==> config.mk <==
export PLATFORM = sky130hd
export DESIGN_NAME = nest_evt_ctrl
export DESIGN_NICKNAME = d
export VERILOG_FILES = /design/src/rtl/nest_evt_ctrl.sv
export SDC_FILE = /design/constraint.sdc
export NUM_CORES = 1
export LEC_CHECK = 0
export BUFFER_PORTS_ARGS = -buffer_cell sky130_fd_sc_hd__buf_2
export CAP_MARGIN = 20
export CORE_AREA = 2 2 126 128
export CTS_CLUSTER_SIZE = 40
export DETAILED_ROUTE_END_ITERATION = 7
export DIE_AREA = 0 0 128 130
export SLEW_MARGIN = 15
export SYNTH_ARGS = -nofsm -noshare
export SYNTH_HDL_FRONTEND = slang
export SYNTH_SLANG_ARGS = --single-unit
==> constraint.sdc <==
create_clock -name clk -period 2.88 [get_ports clk]
set_input_delay 0.144 -clock clk [delete_from_list [all_inputs] [get_ports clk]]
set_output_delay 0.144 -clock clk [all_outputs]
set_load 0.02 [all_outputs]
==> src/rtl/nest_evt_ctrl.sv <==
module nest_evt_ctrl #(
  parameter int NSRC = 8,
  parameter int AW   = 4
) (
  input  logic            clk,
  input  logic            rst_n,
  input  logic            emu_req_i,
  input  logic            rst_evt_req_i,
  input  logic            nmi_pin_i,
  input  logic            wdog_req_i,
  input  logic            exc_req_i,
  input  logic            hwerr_req_i,
  input  logic            tmr_req_i,
  input  logic [NSRC-1:0] src_req_i,
  input  logic            wr_en_i,
  input  logic [AW-1:0]   wr_addr_i,
  input  logic [31:0]     wr_data_i,
  input  logic [AW-1:0]   rd_addr_i,
  output logic [31:0]     rd_data_o,
  input  logic            ack_i,
  input  logic            ret_i,
  output logic            evt_valid_o,
  output logic [3:0]      evt_level_o
);
  localparam int NLVL = 16;
  localparam logic [15:0] MASK_WR = 16'hFFE0;
  localparam logic [15:0] SW_WR   = 16'hFF80;
  localparam logic [AW-1:0] A_MASK = AW'(0);
  localparam logic [AW-1:0] A_SWR  = AW'(1);
  localparam logic [AW-1:0] A_STAT = AW'(2);
  localparam int A_ASG = 4;

  logic [NLVL-1:0] mask_q, pend_q, act_q;
  logic [3:0]      asg_q [NSRC];
  logic [NLVL-1:0] hw_req, elig, en, sw_set, ack_vec, ret_vec;
  logic [3:0]      win, amin;
  logic            ack_fire;

  function automatic logic [3:0] lvl_of(input logic [3:0] f);
    return (f > 4'd6) ? 4'd13 : 4'd7 + f;
  endfunction

  always_comb begin
    hw_req    = '0;
    hw_req[0] = emu_req_i;
    hw_req[1] = rst_evt_req_i;
    hw_req[2] = nmi_pin_i | wdog_req_i;
    hw_req[3] = exc_req_i;
    hw_req[5] = hwerr_req_i;
    hw_req[6] = tmr_req_i;
    for (int k = 0; k < NSRC; k++)
      if (src_req_i[k]) hw_req[lvl_of(asg_q[k])] = 1'b1;
  end

  assign en   = {mask_q[15:5], 1'b0, 4'hF};
  assign elig = pend_q & en;

  always_comb begin
    win  = 4'd0;
    amin = 4'd0;
    for (int l = NLVL - 1; l >= 0; l--) begin
      if (elig[l])  win  = 4'(l);
      if (act_q[l]) amin = 4'(l);
    end
  end

  assign evt_valid_o = (|elig) && (act_q == '0 || win < amin);
  assign evt_level_o = win;

  assign ack_fire = ack_i & evt_valid_o;
  assign ack_vec  = ack_fire ? (16'd1 << win) : '0;
  assign ret_vec  = (ret_i && act_q != '0) ? (16'd1 << amin) : '0;
  assign sw_set   = (wr_en_i && wr_addr_i == A_SWR) ? (wr_data_i[15:0] & SW_WR) : '0;

  always_ff @(posedge clk or negedge rst_n) begin
    if (!rst_n) begin
      mask_q <= '0;
      pend_q <= '0;
      act_q  <= '0;
    end else begin
      pend_q <= (pend_q & ~ack_vec) | hw_req | sw_set;
      act_q  <= (act_q & ~ret_vec) | ack_vec;
      if (wr_en_i && wr_addr_i == A_MASK) mask_q <= wr_data_i[15:0] & MASK_WR;
    end
  end

  always_ff @(posedge clk or negedge rst_n) begin
    if (!rst_n) begin
      for (int k = 0; k < NSRC; k++) asg_q[k] <= 4'(k % 7);
    end else if (wr_en_i) begin
      for (int k = 0; k < NSRC; k++)
        if (wr_addr_i == AW'(A_ASG + k / 8)) asg_q[k] <= wr_data_i[4*(k%8) +: 4];
    end
  end

  always_comb begin
    rd_data_o = '0;
    if (rd_addr_i == A_MASK) rd_data_o[15:0] = mask_q;
    if (rd_addr_i == A_STAT) rd_data_o = {act_q, pend_q};
    for (int k = 0; k < NSRC; k++)
      if (rd_addr_i == AW'(A_ASG + k / 8)) rd_data_o[4*(k%8) +: 4] = asg_q[k];
  end

  assert_no_slot4_R4: assert property (@(posedge clk) disable iff (!rst_n)
    evt_valid_o |-> evt_level_o != 4'd4);

  assert_unmaskable_R4: assert property (@(posedge clk) disable iff (!rst_n)
    (pend_q[3:0] != 4'd0 && act_q == '0) |-> evt_valid_o);

  assert_outranks_active_R2: assert property (@(posedge clk) disable iff (!rst_n)
    evt_valid_o |-> ((17'(act_q) & ((17'd1 << (evt_level_o + 5'd1)) - 17'd1)) == 17'd0));

  assert_ack_sets_active_R5: assert property (@(posedge clk) disable iff (!rst_n)
    (ack_i && evt_valid_o) |=> act_q[$past(evt_level_o)]);

  assert_ret_pops_one_R5: assert property (@(posedge clk) disable iff (!rst_n)
    (ret_i && !(ack_i && evt_valid_o) && act_q != '0)
      |=> $countones(act_q) + 1 == $past($countones(act_q)));

  assert_nmi_pending_R6: assert property (@(posedge clk) disable iff (!rst_n)
    (nmi_pin_i || wdog_req_i) |=> pend_q[2]);
endmodule

==> results of run 1 <==
[cell type report]
type	count	area [µm²]
Clock buffer	11	242.7
Timing Repair Buffer	165	1037
Multi-Input combinational cell	540	3872
Fill cell	1524	7869
Tap cell	192	240.2
Clock inverter	4	98.84
Inverter	46	175.2
Sequential cell	75	1889
[kinds of logic (layout without fill, tap and decap cells)]
logic type,count (synthesis),in the layout
AND/OR/NAND/NOR,272,272
adder cells (fa/ha/maj),18,18
buffers and inverters,79,226
AO/OA/AOI/OAI,205,205
flip-flops,75,75
multiplexers,45,45
[where the power goes]
part           total (µW)  switching (µW)  internal (µW)
Combinational        2320            1310           1010
Clock                1340             468            867
Sequential           1540             295           1240
[synthesized netlist by cell type, types with 4 or more instances]
master	count
o31ai_1	9
nand4_1	7
and3_1	4
dfrtp_1	66
nand3b_1	6
mux2_2	44
and2_1	6
o21bai_1	5
or3_1	6
nor4b_1	5
o21ai_0	40
a2111oi_0	4
nand2b_1	14
a22o_1	25
o211ai_1	8
ha_1	18
a31oi_1	6
nor4_1	21
a21oi_1	17
dfstp_2	9
a21boi_0	4
a211oi_1	8
a222oi_1	13
nand3_1	28
nor2_1	48
nand2_1	50
nor3_1	24
or2_2	10
inv_1	45
o2111ai_1	4
clkbuf_1	25
o21ai_1	5
a22oi_1	5
a32oi_1	4
nor2b_1	13
and3b_1	7
[stage by stage]
step | std cells | power [µW] | setup TNS (ps) | hold slack, ps | util (%)
floorplan | 694 | 2878 | 0 | -151.6 | -
global placement | 1005 | 3646 | 0 | 355.6 | 45.58
detailed placement | 1005 | 3698 | 0 | 368.4 | 45.58
CTS | 1025 | 5118 | -89.46 | 15.75 | 48.25
global route | 1033 | 5475 | -708.6 | 28.07 | 48.99
finish | 1033 | 5196 | -132.3 | 24.87 | 48.99
[state kept, by name, summed over array words and instances, names as in the netlist]
register,count
act_q,16
pend_q,16
asg_q,32
mask_q,11
[final timing paths]
path / slack (ps) / end / cells after the start
min in group asynchronous: 230 / asg_q[31]$_DFFE_PN0P_ / 2
max in group asynchronous: 2040 / asg_q[17]$_DFFE_PN1P_ / 3
worst max-delay path: -90 / evt_valid_o / 13
worst max register to register: -30 / pend_q[8]$_DFF_PN0_ / 14
worst min-delay path: 20 / asg_q[28]$_DFFE_PN0P_ / 2
worst min register to register: 380 / pend_q[4]$_DFF_PN0_ / 0
[metal layers]
metal  track usage (%)  up-vias  share of wire (%)
li1                  -     2968                  -
met1             36.35     3106                 45
met2             43.10      288                 46
met3             4.797       35                6.9
met4             10.99        0                2.7
met5                 0        -                  0
[timing repair]
item                                    in CTS  in global routing
pin swaps                                    4                  3
hold endpoints to repair                     6                  0
gates cloned                                 0                  0
resized for setup                            7                  8
setup buffers                                4                  7
endpoints found under the setup margin       1                 17
hold buffers                                 1                  0
==> results_dict.tcl, run 1 <==
set metrics [dict create \
    run_status "complete, but fails checks" \
    violations "negative setup slack" \
    path_class "register to primary output" \
    critPathMaxFanout 4 \
    cts_tree "built" \
    die-height_um 130 \
    worstPathArrival_ps 2820 \
    fmax_mhz 337.0 \
    synth-compound-area-share_pct 25.60 \
    ys_async_sr_fraction_pct 100.0 \
    cts-root-buf "clkbuf_16" \
    max-clock-path-buffers 2 \
    port_buffers 96 \
    end_kind "primary output" \
    syn_inst 694 \
    crit_buf_inv 3 \
    hold_path.class "primary input to register" \
    fp.dieArea_um2 16640 \
    final_cell_mix "94 x buf_2, 66 x buf_4, 65 x dfrtp_1" \
    finClkSkew_ps 10.67 \
    first_iter_violations 820 \
    start_util_pct 38.88 \
    h-tree-depth 3 \
    synthXorXnorAreaFrac_pct 0 \
    diodes 0 \
    final_hold_viol_count 0 \
    clkTransAtPathRegs_ps 60 \
    power.density_nw_per_um2 687.7 \
    placed_area_um2 7030 \
    via_per_inst 6.193 \
    num_io_pins 97 \
    first_global_vias 6086 \
    place.detailed.hpwl_mm 17.46 \
    gp_congestion 1.002 \
    final_area_um2 7556 \
    synth_area_um2 5997 \
    syn_nets 772 \
    synth_edf_count 0 \
    crit_path_start "pend_q[7]$_DFF_PN0_" \
    relSlewSlack_pct 33.90 \
    fin_crit_sh_pct 103.0 \
    dr.pass1.iters 8 \
    start_kind "register" \
    final_net_count 915 \
    cp_slowest_cell "dfrtp_1" \
    yosys.area.top_type "dfrtp_1" \
    crit_family "compound AO/OA/AOI/OAI gates" \
    worstSkewPairLatency_ps 360 \
    drive_gt1_share_pct 33.29 \
    hp-start "wr_data_i[0]" \
    yosysUniqueCellTypes 82 \
    ant_nets 0 \
    synthAdderAreaFrac_pct 3.755 \
    grt_first_pass_wirelength_mm 34.11 \
    synth_area_leaders "dfrtp_1 28%, mux2_2 8.3%, dfstp_2 3.9%" \
    coreArea_um2 15420 \
    p_leak_uw 0.003370 \
    timing.rr.start "pend_q[7]$_DFF_PN0_" \
    antenna_found_initial 0 \
    die_w_um 128 \
    drc_errors 0 \
    slew_viol_final 0 \
    vdd_drop_max_uv 343.5 \
    ys_seq_area_share_pct 31.48 \
    ys_warn_count 0 \
    routed_wl_mm 22.31 \
    worst_pin_slew_ps 982.4 \
    period_minus_slack_ps 2968 \
    post_synth_mux_area_share_pct 8.429 \
    synth-simple-area-share_pct 25.43 \
    area_delta_synth_final_pct 26.00 \
    fin_ws_ps -87.58 \
    cp_data_required_time_ps 2740 \
    grt.overflow.total 0 \
    grt_max_degree 76 \
    fp-row-count 46 \
    ys_ff_latch 75 \
    grtUsageTotal_pct 26.96 \
    path_cells "a22oi_2, nand2b_1, a311oi_1, or3_1, inv_2, ha_4, nand2_1, a31oi_1, a21bo_4, a21oi_2, or3_4, inv_4, buf_6" \
    avgRoutedWirePerCell_um 21.59 \
    preCtsSetupSlack_ps 36.67 \
    cts_buffers 9 \
    synth_top_area_share_pct 27.54 \
    final_common_cell "buf_2" \
    vias 6397 \
    cts_sinks 75 \
    drv_cap 0 \
    rsz0062_at_grt "yes" \
    synth_top_family_by_area "compound AO/OA/AOI/OAI gates" \
    finalSetupViolCount 3 \
    max_stage_delay_ps 430 \
    ys.flop_type "dfrtp_1" \
    avgSynthCellArea_um2 8.641 \
]
Note: power is estimated with default switching activity, not from simulation.
==> inputs of run 2 (changes only) <==
RECOVER_POWER = 25   (was unset)
==> run 2 against run 1 <==
Against the previous run:
- the run ends with design-rule violations, negative setup slack left
- first-iteration DRC count decreased by 1.5%
- clock power about the same
- final area is 0.35% lower
- sequential share of layout area increased by 0.087 points
- critical path depth is the same
- via count is essentially flat
- global-route usage stayed put
- largest cell class unchanged
==> results_dict.tcl, run 2 (synthesis results as in run 1) <==
set metrics [dict create \
    vdd_drop_max_uv 342.2 \
    grt_max_degree 76 \
    p_leak_uw 0.003358 \
    dpl.cell_count 1005 \
    routed_wl_mm 22.31 \
    crit_family "compound AO/OA/AOI/OAI gates" \
    worstPathArrival_ps 2820 \
    path_class "register to primary output" \
    timing.rr.start "pend_q[7]$_DFF_PN0_" \
    fp-row-count 46 \
    final_cell_mix "95 x buf_2, 65 x dfrtp_1, 65 x buf_4" \
    end_kind "primary output" \
    hp-start "wr_data_i[31]" \
    via_per_inst 6.188 \
    preCtsSetupSlack_ps 36.67 \
    fin_ws_ps -88.35 \
    fin_cells 1033 \
    violations "design-rule violations, negative setup slack" \
    drv_cap 0 \
    path_cells "a22oi_2, nand2b_1, a311oi_1, or3_1, inv_2, ha_4, nand2_1, a31oi_1, a21bo_4, a21oi_2, or3_4, inv_4, buf_6" \
    placed_area_um2 7030 \
    final_net_count 915 \
    ant_nets 0 \
    finalSetupViolCount 3 \
    r2r_cells 14 \
    vias 6392 \
    fp.dieArea_um2 16640 \
    final_common_cell "buf_2" \
    worstSkewPairLatency_ps 350 \
    final_area_um2 7530 \
    finClkSkew_ps 10.25 \
    coreArea_um2 15420 \
    gp_congestion 1.002 \
    final_hold_viol_count 0 \
    regMostFlops "asg_q" \
    cts-root-buf "clkbuf_16" \
    critPathMaxFanout 4 \
    crit_path_start "pend_q[7]$_DFF_PN0_" \
    antenna_found_initial 0 \
    drive_gt1_share_pct 33.17 \
    hold_path.class "primary input to register" \
    rsz0062_at_grt "yes" \
    crit_buf_inv 3 \
    cp_data_required_time_ps 2740 \
    port_buffers 96 \
    grt_first_pass_wirelength_mm 34.11 \
    rr_endpoint "pend_q[8]$_DFF_PN0_" \
    period_minus_slack_ps 2968 \
    start_kind "register" \
    finalPower_uw 5193 \
    diodes 0 \
    place.detailed.hpwl_mm 17.46 \
    cts_sinks 75 \
    whs_ps 26.15 \
    max_stage_delay_ps 430 \
    power.density_nw_per_um2 689.7 \
    area_delta_synth_final_pct 25.56 \
    grtUsageTotal_pct 26.96 \
    start_util_pct 38.88 \
    grt.overflow.total 0 \
    drc_errors 9 \
    fmax_mhz 336.9 \
    largest_registers "asg_q x32, act_q x16, pend_q x16" \
    clkTransAtPathRegs_ps 60 \
    slew_viol_final 0 \
    largest_reg_flops 32 \
    crit_path_end "evt_valid_o" \
    avgRoutedWirePerCell_um 21.60 \
    die_w_um 128 \
    max-clock-path-buffers 2 \
    run_status "complete, but fails checks" \
    holdPathStages 2 \
    relSlewSlack_pct 14.98 \
    first_iter_violations 808 \
    r2r_slack_ps -40 \
    fin_crit_sh_pct 103.1 \
    h-tree-depth 3 \
    cp_slowest_cell "dfrtp_1" \
    dr.pass1.iters 8 \
    worst_pin_slew_ps 1275 \
    first_global_vias 6086 \
    die-height_um 130 \
    cts_buffers 9 \
    num_io_pins 97 \
    cp.depth 13 \
    cts_tree "built" \
]
## run 2: what timing repair did
action / in CTS / in global routing
setup endpoints to repair: 1 / 17
cloned: 0 / 0
setup buffers: 4 / 7
hold endpoints to repair: 6 / 0
pin swaps: 4 / 3
hold buffers: 1 / 0
gates resized for setup: 7 / 8
## run 2: how the worst min path moves through the flow
stage                                  to  slack (ps)
global placement    asg_q[31]$_DFFE_PN0P_         360
finish               asg_q[3]$_DFFE_PN0P_          30
detailed placement  asg_q[31]$_DFFE_PN0P_         370
floorplan              act_q[0]$_DFF_PN0_        -150
global route         asg_q[1]$_DFFE_PN0P_          30
CTS                 asg_q[10]$_DFFE_PN1P_          20
## run 2: cell type report
| cell class | count | area (µm²) |
|---|---|---|
| clock inverter | 4 | 98.84 |
| multi-input combinational | 540 | 3872 |
| sequential | 75 | 1889 |
| inverter | 46 | 175.2 |
| clock buffer | 11 | 242.7 |
| fill | 1529 | 7895 |
| tap | 192 | 240.2 |
| timing repair buffer | 165 | 1011 |
## run 2: routing by layer
metal  track usage, %  up-vias  share of wire (%)
li1                 -     2966                  -
met1            36.35     3108                 45
met2            43.10      279                 46
met3            4.797       39                6.8
met4            10.99        0                2.7
met5                0        -                  0
## run 2: power by group
group,internal [µW],total (µW),switching (µW)
clock network,868,1340,468
logic,1010,2320,1310
registers,1240,1540,296
total,3110,5190,2080
## run 2: worst reg2reg max path: cells and delay by family, from the launching register on
family                     cells  cell delay, ps
adders and majority gates      1             230
buffers and inverters          3             270
and+or+nand+nor                4             850
AOI/OAI and AO/OA              6            1030
DFF                            1             430
## run 2: per-stage QoR
| stage | util, % | TNS [ps] |
|---|---|---|
| 6_report | 48.82 | -131.9 |
| 5_1_grt | 48.82 | -809.3 |
| 4_1_cts | 48.25 | -89.46 |
| 3_5_place_dp | 45.58 | 0 |
| 3_3_place_gp | 45.58 | 0 |
| 2_1_floorplan | - | 0 |
==> inputs of run 3 (changes only) <==
RECOVER_POWER = 50   (was 25)
SKIP_LAST_GASP = 1   (was unset)
clock period = 3.73 ns   (was 2.88 ns; I/O delays follow)
==> run 3 against run 2 <==
Against the previous run:
- the run ends with design-rule violations, max-capacitance violations, max-slew violations left
- sequential share of layout area rose by 1.9 points
- total power fell by 29%
- clock power fell by 32%
==> results_dict.tcl, run 3 (synthesis results as in run 1) <==
set metrics [dict create \
    worstSkewPairLatency_ps 350 \
    power.density_nw_per_um2 523.5 \
    final_common_cell "buf_2" \
    die_w_um 128 \
    drc_errors 2 \
    fp.dieArea_um2 16640 \
    clkTransAtPathRegs_ps 70 \
    relSlewSlack_pct -29.56 \
    diodes 0 \
    path_class "register to primary output" \
    routed_wl_mm 21.86 \
    h-tree-depth 3 \
    end_kind "primary output" \
    largest_registers "asg_q x32, act_q x16, pend_q x16" \
    final_hold_viol_count 0 \
    antenna_found_initial 0 \
    r2r_slack_ps 620 \
    fp-row-count 46 \
    rsz0062_at_grt "no" \
    drive_gt1_share_pct 27.32 \
    dpl.cell_count 958 \
    first_iter_violations 857 \
    first_global_vias 5839 \
    place.detailed.hpwl_mm 17.16 \
    p_leak_uw 0.003056 \
    period_minus_slack_ps 3458 \
    vias 6192 \
    via_per_inst 6.325 \
    preCtsSetupSlack_ps 326.5 \
    area_delta_synth_final_pct 16.86 \
    dr.pass1.iters 8 \
    final_net_count 860 \
    avgRoutedWirePerCell_um 22.33 \
    fin_cells 979 \
    worst_pin_slew_ps 1943 \
    fmax_mhz 289.2 \
    cts-root-buf "clkbuf_16" \
    fin_crit_sh_pct 92.72 \
    grt_max_degree 76 \
    violations "design-rule violations, max-capacitance violations, max-slew violations" \
    start_util_pct 38.88 \
    run_status "complete, but fails checks" \
    finalPower_uw 3668 \
    max-clock-path-buffers 2 \
    hold_path.class "primary input to register" \
    tns_ps 0 \
    cp_data_required_time_ps 3540 \
    drv_cap 1 \
    grt_first_pass_wirelength_mm 33.60 \
    postCtsHoldBufs 0 \
    gp_congestion 0.9584 \
    largest_reg_flops 32 \
    grtUsageTotal_pct 26.64 \
    vdd_drop_max_uv 260.0 \
    cts_sinks 75 \
    grt.overflow.total 0 \
    die-height_um 130 \
    worstPathArrival_ps 3270 \
    fin_ws_ps 271.6 \
    coreArea_um2 15420 \
    cts_buffers 9 \
    num_io_pins 97 \
    final_cell_mix "95 x buf_2, 66 x dfrtp_1, 50 x nand2_1" \
    ant_nets 0 \
    port_buffers 96 \
    regMostFlops "asg_q" \
    slew_viol_final 76 \
    critPathMaxFanout 9 \
    finalSetupViolCount 0 \
    cts_tree "built" \
    finClkSkew_ps 9.493 \
    start_kind "register" \
]
[run 3: path summary, 6_finish.rpt]
kind | from | cells past startpoint | endpoint
max | pend_q[0]$_DFF_PN0_ | 11 | evt_valid_o
min | wr_data_i[24] | 2 | asg_q[4]$_DFFE_PN0P_
max reg2reg | pend_q[0]$_DFF_PN0_ | 10 | pend_q[11]$_DFF_PN0_
min reg2reg | pend_q[4]$_DFF_PN0_ | 0 | pend_q[4]$_DFF_PN0_
max in group asynchronous | rst_n | 1 | asg_q[7]$_DFFE_PN0P_
min in group asynchronous | rst_n | 1 | asg_q[31]$_DFFE_PN0P_
[run 3: area by class of cell]
cell class,instances,area (µm²)
Clock buffer,11,242.7
Clock inverter,5,61.31
Fill cell,1537,8417
Inverter,46,178.9
Multi-Input combinational cell,540,3819
Sequential cell,75,1888
Tap cell,192,240.2
Timing Repair Buffer,110,578.1
[run 3: worst max-delay path, stage by stage (launching register included)]
cell and delay [ps]:
dfrtp_1 470, nor4_2 500, nand2_1 140, a21oi_1 360
ha_1 320, nand2_1 70, a31oi_1 40, a21bo_4 240
a21oi_2 70, or3_4 410, inv_4 120, buf_2 170
[run 3: metrics by stage]
stage	cell area, µm²	hold slack [ps]	util, %
final	7008	69.90	45.43
after global routing	7008	63.28	45.43
after CTS	6973	38.73	45.21
after detailed placement	6664	379.0	43.20
after global placement	6664	367.6	43.20
after floorplan	5997	-109.1	-
[run 3: report_power, final]
part / leakage [µW] / switching, µW / internal [µW] / total (µW)
Sequential: 0.000880 / 289 / 958 / 1250
Combinational: 0.00203 / 906 / 599 / 1510
Clock: 0.000150 / 376 / 541 / 917
[run 3: repair_timing]
| item | CTS | global route |
|---|---|---|
| buffers inserted | 0 | 3 |
| endpoints found under the setup margin | 1 | 1 |
| resized for setup | 1 | 3 |
| pin swaps | 0 | 1 |
[run 3: layer usage]
metal	routed length (µm)	vias up	track usage, %
met4	690	0	10.92
li1	-	2849	-
met1	9649	2961	36.45
met3	1761	49	4.797
met2	9759	333	41.84
met5	0	-	0
